File: config.mk
export PLATFORM = sky130hd
export DESIGN_NAME = sio_irq_merge
export DESIGN_NICKNAME = d
export VERILOG_FILES = /design/src/rtl/sio_irq_pkg.sv /design/src/rtl/sio_irq_thresh.sv /design/src/rtl/sio_irq_srcreg.sv /design/src/rtl/sio_irq_cfg.sv /design/src/rtl/sio_irq_merge.sv
export SDC_FILE = /design/constraint.sdc
export NUM_CORES = 1
export LEC_CHECK = 0
export BUFFER_PORTS_ARGS = -buffer_cell sky130_fd_sc_hd__buf_2
export CAP_MARGIN = 5
export CELL_PAD_IN_SITES_DETAIL_PLACEMENT = 1
export CELL_PAD_IN_SITES_GLOBAL_PLACEMENT = 2
export CORE_MARGIN = 5
export CORE_UTILIZATION = 25
export DETAILED_ROUTE_END_ITERATION = 8
export PLACE_DENSITY = 0.84
export SLEW_MARGIN = 20
export SYNTH_ARGS = -nofsm -noshare
export SYNTH_HDL_FRONTEND = slang
export SYNTH_HIERARCHICAL = 1
export SYNTH_SLANG_ARGS = --single-unit
export TNS_END_PERCENT = 20
File: constraint.sdc
create_clock -name clk -period 2.5 [get_ports clk]
set_input_delay 0.25 -clock clk [delete_from_list [all_inputs] [get_ports clk]]
set_output_delay 0.25 -clock clk [all_outputs]
set_load 0.01 [all_outputs]
File: src/rtl/sio_irq_pkg.sv
package sio_irq_pkg;

  localparam int NUM_SRC = 4;

  // source bit positions
  localparam int SRC_RX    = 0;
  localparam int SRC_ERR   = 1;
  localparam int SRC_TX    = 2;
  localparam int SRC_MODEM = 3;

  // register addresses
  localparam logic [1:0] A_CFG  = 2'd0;
  localparam logic [1:0] A_SRC  = 2'd1;
  localparam logic [1:0] A_MASK = 2'd2;
  localparam logic [1:0] A_PEND = 2'd3;

  // control word field positions
  localparam int CFG_EN_BIT = 0;
  localparam int CFG_RX_LO  = 4;
  localparam int CFG_TX_LO  = 8;
  localparam int TRIG_W     = 3;

  typedef struct packed {
    logic              fifo_en;
    logic [TRIG_W-1:0] rx_trig;
    logic [TRIG_W-1:0] tx_trig;
  } cfg_t;

  // multiplier applied to the transmit trigger field
  function automatic int chan_factor(input int ch);
    case (ch)
      0:       return 32;
      1, 4:    return 8;
      2, 3:    return 2;
      default: return 0;
    endcase
  endfunction

endpackage

File: src/rtl/sio_irq_thresh.sv
module sio_irq_thresh
  import sio_irq_pkg::*;
#(
  parameter int CHANNEL = 0,
  parameter int CNT_W   = 8
) (
  input  logic              fifo_en,
  input  logic [TRIG_W-1:0] tx_trig,
  input  logic [CNT_W-1:0]  tx_count,
  output logic              tx_hit
);
  localparam int FACTOR = chan_factor(CHANNEL);
  localparam int CMP_W  = ((CNT_W > 8) ? CNT_W : 8) + 1;

  logic [CMP_W-1:0] thr;
  logic [CMP_W-1:0] cnt_ext;

  generate
    if (FACTOR == 0) begin : g_zero
      assign thr = '0;
    end else begin : g_scaled
      localparam logic [CMP_W-1:0] FAC = CMP_W'(FACTOR);
      assign thr = CMP_W'(tx_trig) * FAC;
    end
  endgenerate

  assign cnt_ext = CMP_W'(tx_count);
  assign tx_hit  = fifo_en && (cnt_ext <= thr);

endmodule

File: src/rtl/sio_irq_srcreg.sv
module sio_irq_srcreg #(
  parameter int N = 4
) (
  input  logic         clk,
  input  logic         rst,
  input  logic [N-1:0] set_v,
  input  logic [N-1:0] clr_v,
  output logic [N-1:0] src_q,
  output logic [N-1:0] src_n
);
  generate
    for (genvar i = 0; i < N; i++) begin : g_bit
      // a set in the same cycle as a clear takes priority
      assign src_n[i] = set_v[i] | (src_q[i] & ~clr_v[i]);
      always_ff @(posedge clk) begin
        if (rst) src_q[i] <= 1'b0;
        else     src_q[i] <= src_n[i];
      end
    end
  endgenerate
endmodule

File: src/rtl/sio_irq_cfg.sv
module sio_irq_cfg
  import sio_irq_pkg::*;
#(
  parameter int DATA_W = 32,
  parameter int ADDR_W = 2,
  parameter int N      = NUM_SRC
) (
  input  logic              clk,
  input  logic              rst,
  input  logic              wr_en,
  input  logic              rd_en,
  input  logic [ADDR_W-1:0] addr,
  input  logic [DATA_W-1:0] wr_data,
  input  logic [N-1:0]      src_q,
  input  logic [N-1:0]      pend_q,
  output cfg_t              cfg_q,
  output logic [N-1:0]      mask_q,
  output logic [N-1:0]      mask_n,
  output logic [DATA_W-1:0] rd_data,
  output logic              rd_valid
);
  logic wr_cfg, wr_mask;
  logic [DATA_W-1:0] rd_mux;

  assign wr_cfg  = wr_en && (addr[1:0] == A_CFG);
  assign wr_mask = wr_en && (addr[1:0] == A_MASK);
  assign mask_n  = wr_mask ? wr_data[N-1:0] : mask_q;

  always_ff @(posedge clk) begin
    if (rst) begin
      cfg_q  <= '0;
      mask_q <= '0;
    end else begin
      if (wr_cfg) begin
        cfg_q.fifo_en <= wr_data[CFG_EN_BIT];
        cfg_q.rx_trig <= wr_data[CFG_RX_LO +: TRIG_W];
        cfg_q.tx_trig <= wr_data[CFG_TX_LO +: TRIG_W];
      end
      mask_q <= mask_n;
    end
  end

  always_comb begin
    rd_mux = '0;
    case (addr[1:0])
      A_CFG: begin
        rd_mux[CFG_EN_BIT]             = cfg_q.fifo_en;
        rd_mux[CFG_RX_LO +: TRIG_W]    = cfg_q.rx_trig;
        rd_mux[CFG_TX_LO +: TRIG_W]    = cfg_q.tx_trig;
      end
      A_SRC:   rd_mux[N-1:0] = src_q;
      A_MASK:  rd_mux[N-1:0] = mask_q;
      default: rd_mux[N-1:0] = pend_q;
    endcase
  end

  always_ff @(posedge clk) begin
    if (rst) begin
      rd_data  <= '0;
      rd_valid <= 1'b0;
    end else begin
      rd_valid <= rd_en;
      if (rd_en) rd_data <= rd_mux;
    end
  end
endmodule

File: src/rtl/sio_irq_merge.sv
module sio_irq_merge
  import sio_irq_pkg::*;
#(
  parameter int CHANNEL = 0,
  parameter int DATA_W  = 32,
  parameter int ADDR_W  = 2,
  parameter int CNT_W   = 8
) (
  input  logic              clk,
  input  logic              rst,
  input  logic              wr_en,
  input  logic              rd_en,
  input  logic [ADDR_W-1:0] addr,
  input  logic [DATA_W-1:0] wr_data,
  output logic [DATA_W-1:0] rd_data,
  output logic              rd_valid,
  input  logic [CNT_W-1:0]  tx_count,
  input  logic              ev_rx,
  input  logic              ev_err,
  input  logic              ev_tx,
  input  logic              ev_modem,
  output logic              irq
);
  localparam int N = NUM_SRC;

  cfg_t         cfg_q;
  logic [N-1:0] mask_q, mask_n;
  logic [N-1:0] src_q, src_n;
  logic [N-1:0] pend_q, pend_n;
  logic [N-1:0] set_v, clr_v;
  logic         tx_hit;
  logic         clr_by_src, clr_by_pend;

  sio_irq_thresh #(.CHANNEL(CHANNEL), .CNT_W(CNT_W)) thresh_i (
    .fifo_en (cfg_q.fifo_en),
    .tx_trig (cfg_q.tx_trig),
    .tx_count(tx_count),
    .tx_hit  (tx_hit)
  );

  always_comb begin
    set_v            = '0;
    set_v[SRC_RX]    = ev_rx;
    set_v[SRC_ERR]   = ev_err;
    set_v[SRC_TX]    = ev_tx | tx_hit;
    set_v[SRC_MODEM] = ev_modem;
  end

  assign clr_by_src  = wr_en && (addr[1:0] == A_SRC);
  assign clr_by_pend = wr_en && (addr[1:0] == A_PEND);
  assign clr_v       = (clr_by_src || clr_by_pend) ? wr_data[N-1:0] : '0;

  sio_irq_srcreg #(.N(N)) src_i (
    .clk  (clk),
    .rst  (rst),
    .set_v(set_v),
    .clr_v(clr_v),
    .src_q(src_q),
    .src_n(src_n)
  );

  sio_irq_cfg #(.DATA_W(DATA_W), .ADDR_W(ADDR_W), .N(N)) cfg_i (
    .clk     (clk),
    .rst     (rst),
    .wr_en   (wr_en),
    .rd_en   (rd_en),
    .addr    (addr),
    .wr_data (wr_data),
    .src_q   (src_q),
    .pend_q  (pend_q),
    .cfg_q   (cfg_q),
    .mask_q  (mask_q),
    .mask_n  (mask_n),
    .rd_data (rd_data),
    .rd_valid(rd_valid)
  );

  assign pend_n = src_n & ~mask_n;

  always_ff @(posedge clk) begin
    if (rst) begin
      pend_q <= '0;
      irq    <= 1'b0;
    end else begin
      pend_q <= pend_n;
      irq    <= |pend_n;
    end
  end
endmodule

==> results.toml <==
[cts]
cts_inserted_buffers = 5
post_cts_buffers = 0
cts-resized-gates = 0
cts_hold_buf = 0
clkTransAtPathRegs_ps = 60
tritoncts = "done"
cts_root_buffer = "clkbuf_8"
cts_sinks = 31
clock_latency_ps = 270
cts-htree-levels = 2
clock_path_buffers = 2

[floorplan]
die_w_um = 89.4
die_y_um = 89.4
die-area_um2 = 8000
pin_count = 84
core_area_um2 = 6240
rows = 29
initial_utilization = 0.253

[finish]
syn_to_final_growth_pct = 16.9
num-fill-cells = 755
final_cell_area_um2 = 1840
nets = 257
drive_above_1_share = 0.307
antenna_cells = 0

[route]
wl_per_cell_um = 11.9
drc_errors = 0
ant_nets = 0
drtIter0Drc = 34
routed_via_density = 4.15
totalWireLength_um = 3360
num_vias = 1170
first_pass_iters = 2

[sta]
fin_crit_ps = 2120
worst_slack_ps = 376
slew_headroom = 0.612
finalClockSkew_ps = 4.97
drv_slew = 0
final-hold-violation-count = 0
fmaxAchievable_mhz = 471
setup_viol = 0
tns_ps = 0
worstMarginPinSlew_ps = 582
rsz0062_at_grt = "no"
hold_slack_ps = 213
timing.final.crit_share = 0.850

[global_route]
grt_overflow_total = 0
grt_max_degree = 32
grt_first_pass_wirelength_um = 5430
grt_pass1_vias = 1105
antenna_found_initial = 0
grt.total_usage = 0.0906

[synthesis]
synth-main-ff-cell = "dfxtp_1"
synth_area_leaders = "dfxtp_1, buf_4, nand2b_4"
ys_async_sr_fraction = 0
syn_inst = 165
synth_edf_count = 0
synth.top_cell.area_share = 0.393
ys_warn_count = 6
yosysTopAreaCell = "dfxtp_1"
ys_seq_area_frac = 0.393
avgSynthCellArea_um2 = 9.56
yosysMostFrequentCell = "dfxtp_1"
synth-seq-cells = 31
ys_types = 31
netlist_area_um2 = 1580
synth_common_cells = "dfxtp_1, buf_4, nor2_1, a21oi_1"

[placed_design]
place_hpwl_um = 2580
portBuffers = 39
gp_congestion = 0.717
placed_area_um2 = 1740
place_ws_ps = 342

[critical_path]
end_kind = "register"
critPathKind = "reg -> reg"
required_ps = 2700
crit_path_start_kind = "register"
arrival_ps = 2320
r2r_slack_ps = 380
cp_max_fo = 3

[hold_path]
min_path_type = "in -> reg"

[power_and_ir_drop]
peakVddDrop_uv = 190
cellLeakagePower_nw = 0.845
power_density_nw_per_um2 = 595
p_total_mw = 1.10

[run]
max_cap_viol_count = 0

[run_status]
status = "completed"
-- registers in the layout (all words and copies together) (netlist names) --
register and flops:
cfg_i/cfg_q 7, cfg_i/rd_data 10, pend_q 4, irq 1
cfg_i/mask_q 4, cfg_i/rd_valid 1, src_i/src_q 4
-- power breakdown --
part | switching [mW] | internal (mW) | total [mW]
combinational | 0.0790 | 0.0647 | 0.144
sequential | 0.0121 | 0.516 | 0.529
clock | 0.174 | 0.251 | 0.425
-- area by class of cell --
type | instances | area [um^2] | share of cell area
multi-input cells | 119 | 798 | 0.433
flip-flops and latches | 31 | 621 | 0.336
repair buffers | 40 | 203 | 0.110
clock buffers | 8 | 100 | 0.0543
well taps | 77 | 96.3 | 0.0522
inverters | 7 | 26.3 | 0.0142
-- per-layer routing --
layer,part of all wire,routed length [um],up-vias,track usage
li1,-,-,585,-
met1,0.44,1480,549,0.111
met2,0.47,1590,31,0.143
met3,0.071,237,5,0.0341
met4,0.013,43,0,0.0365
met5,0,0,-,0
-- kinds of logic after synthesis --
| family | synth area share |
|---|---|
| buffers and inverters | 0.151 |
| AOI/OAI and AO/OA | 0.0698 |
| and+or+nand+nor | 0.243 |
| DFF | 0.393 |
| adders and majority gates | 0.0238 |
| other | 0.00238 |
| muxes | 0.117 |
-- cells in the final DEF, fill, tap and decap left out, types with 3 or more instances in the layout --
cell and count:
a311oi_1 3, nand2_1 8, dfxtp_1 31, nand3_1 6
nor2b_1 5, nand2b_1 8, inv_1 7, conb_1 22
buf_2 39, a21oi_1 11, mux2_2 6, nor2_1 16
and3_1 4, nand2b_4 6, ha_1 3, nand3b_1 3
mux2i_1 8, clkbuf_8 7
-- metrics by stage --
stage / util / std cells
after global routing: 0.296 / 282
after detailed placement: 0.279 / 274
after global placement: 0.279 / 274
after CTS: 0.296 / 282
final: 0.296 / 282
after floorplan: - / 186
-- worst paths after layout --
check                                                    from  cells past startpoint                            end
worst max-delay path              cfg_i/cfg_q[0]$_SDFFE_PP0P_                      9                 irq$_SDFF_PP0_
worst max register to register    cfg_i/cfg_q[0]$_SDFFE_PP0P_                      9                 irq$_SDFF_PP0_
worst min register to register  cfg_i/rd_data[5]$_SDFFE_PP0P_                      2  cfg_i/rd_data[5]$_SDFFE_PP0P_
worst min-delay path                              wr_data[10]                      3    cfg_i/cfg_q[2]$_SDFFE_PP0P_
-- worst max-delay path, stage by stage (launching register included) --
cell      delay (ps)
dfxtp_1          340
ha_1             280
or4b_1           420
or4_1            410
a21boi_1         120
or2_1            100
inv_1             50
nand2_1          100
nand2b_4          70
a41oi_2          160
No activity file was read; power rests on OpenSTA's default activity.
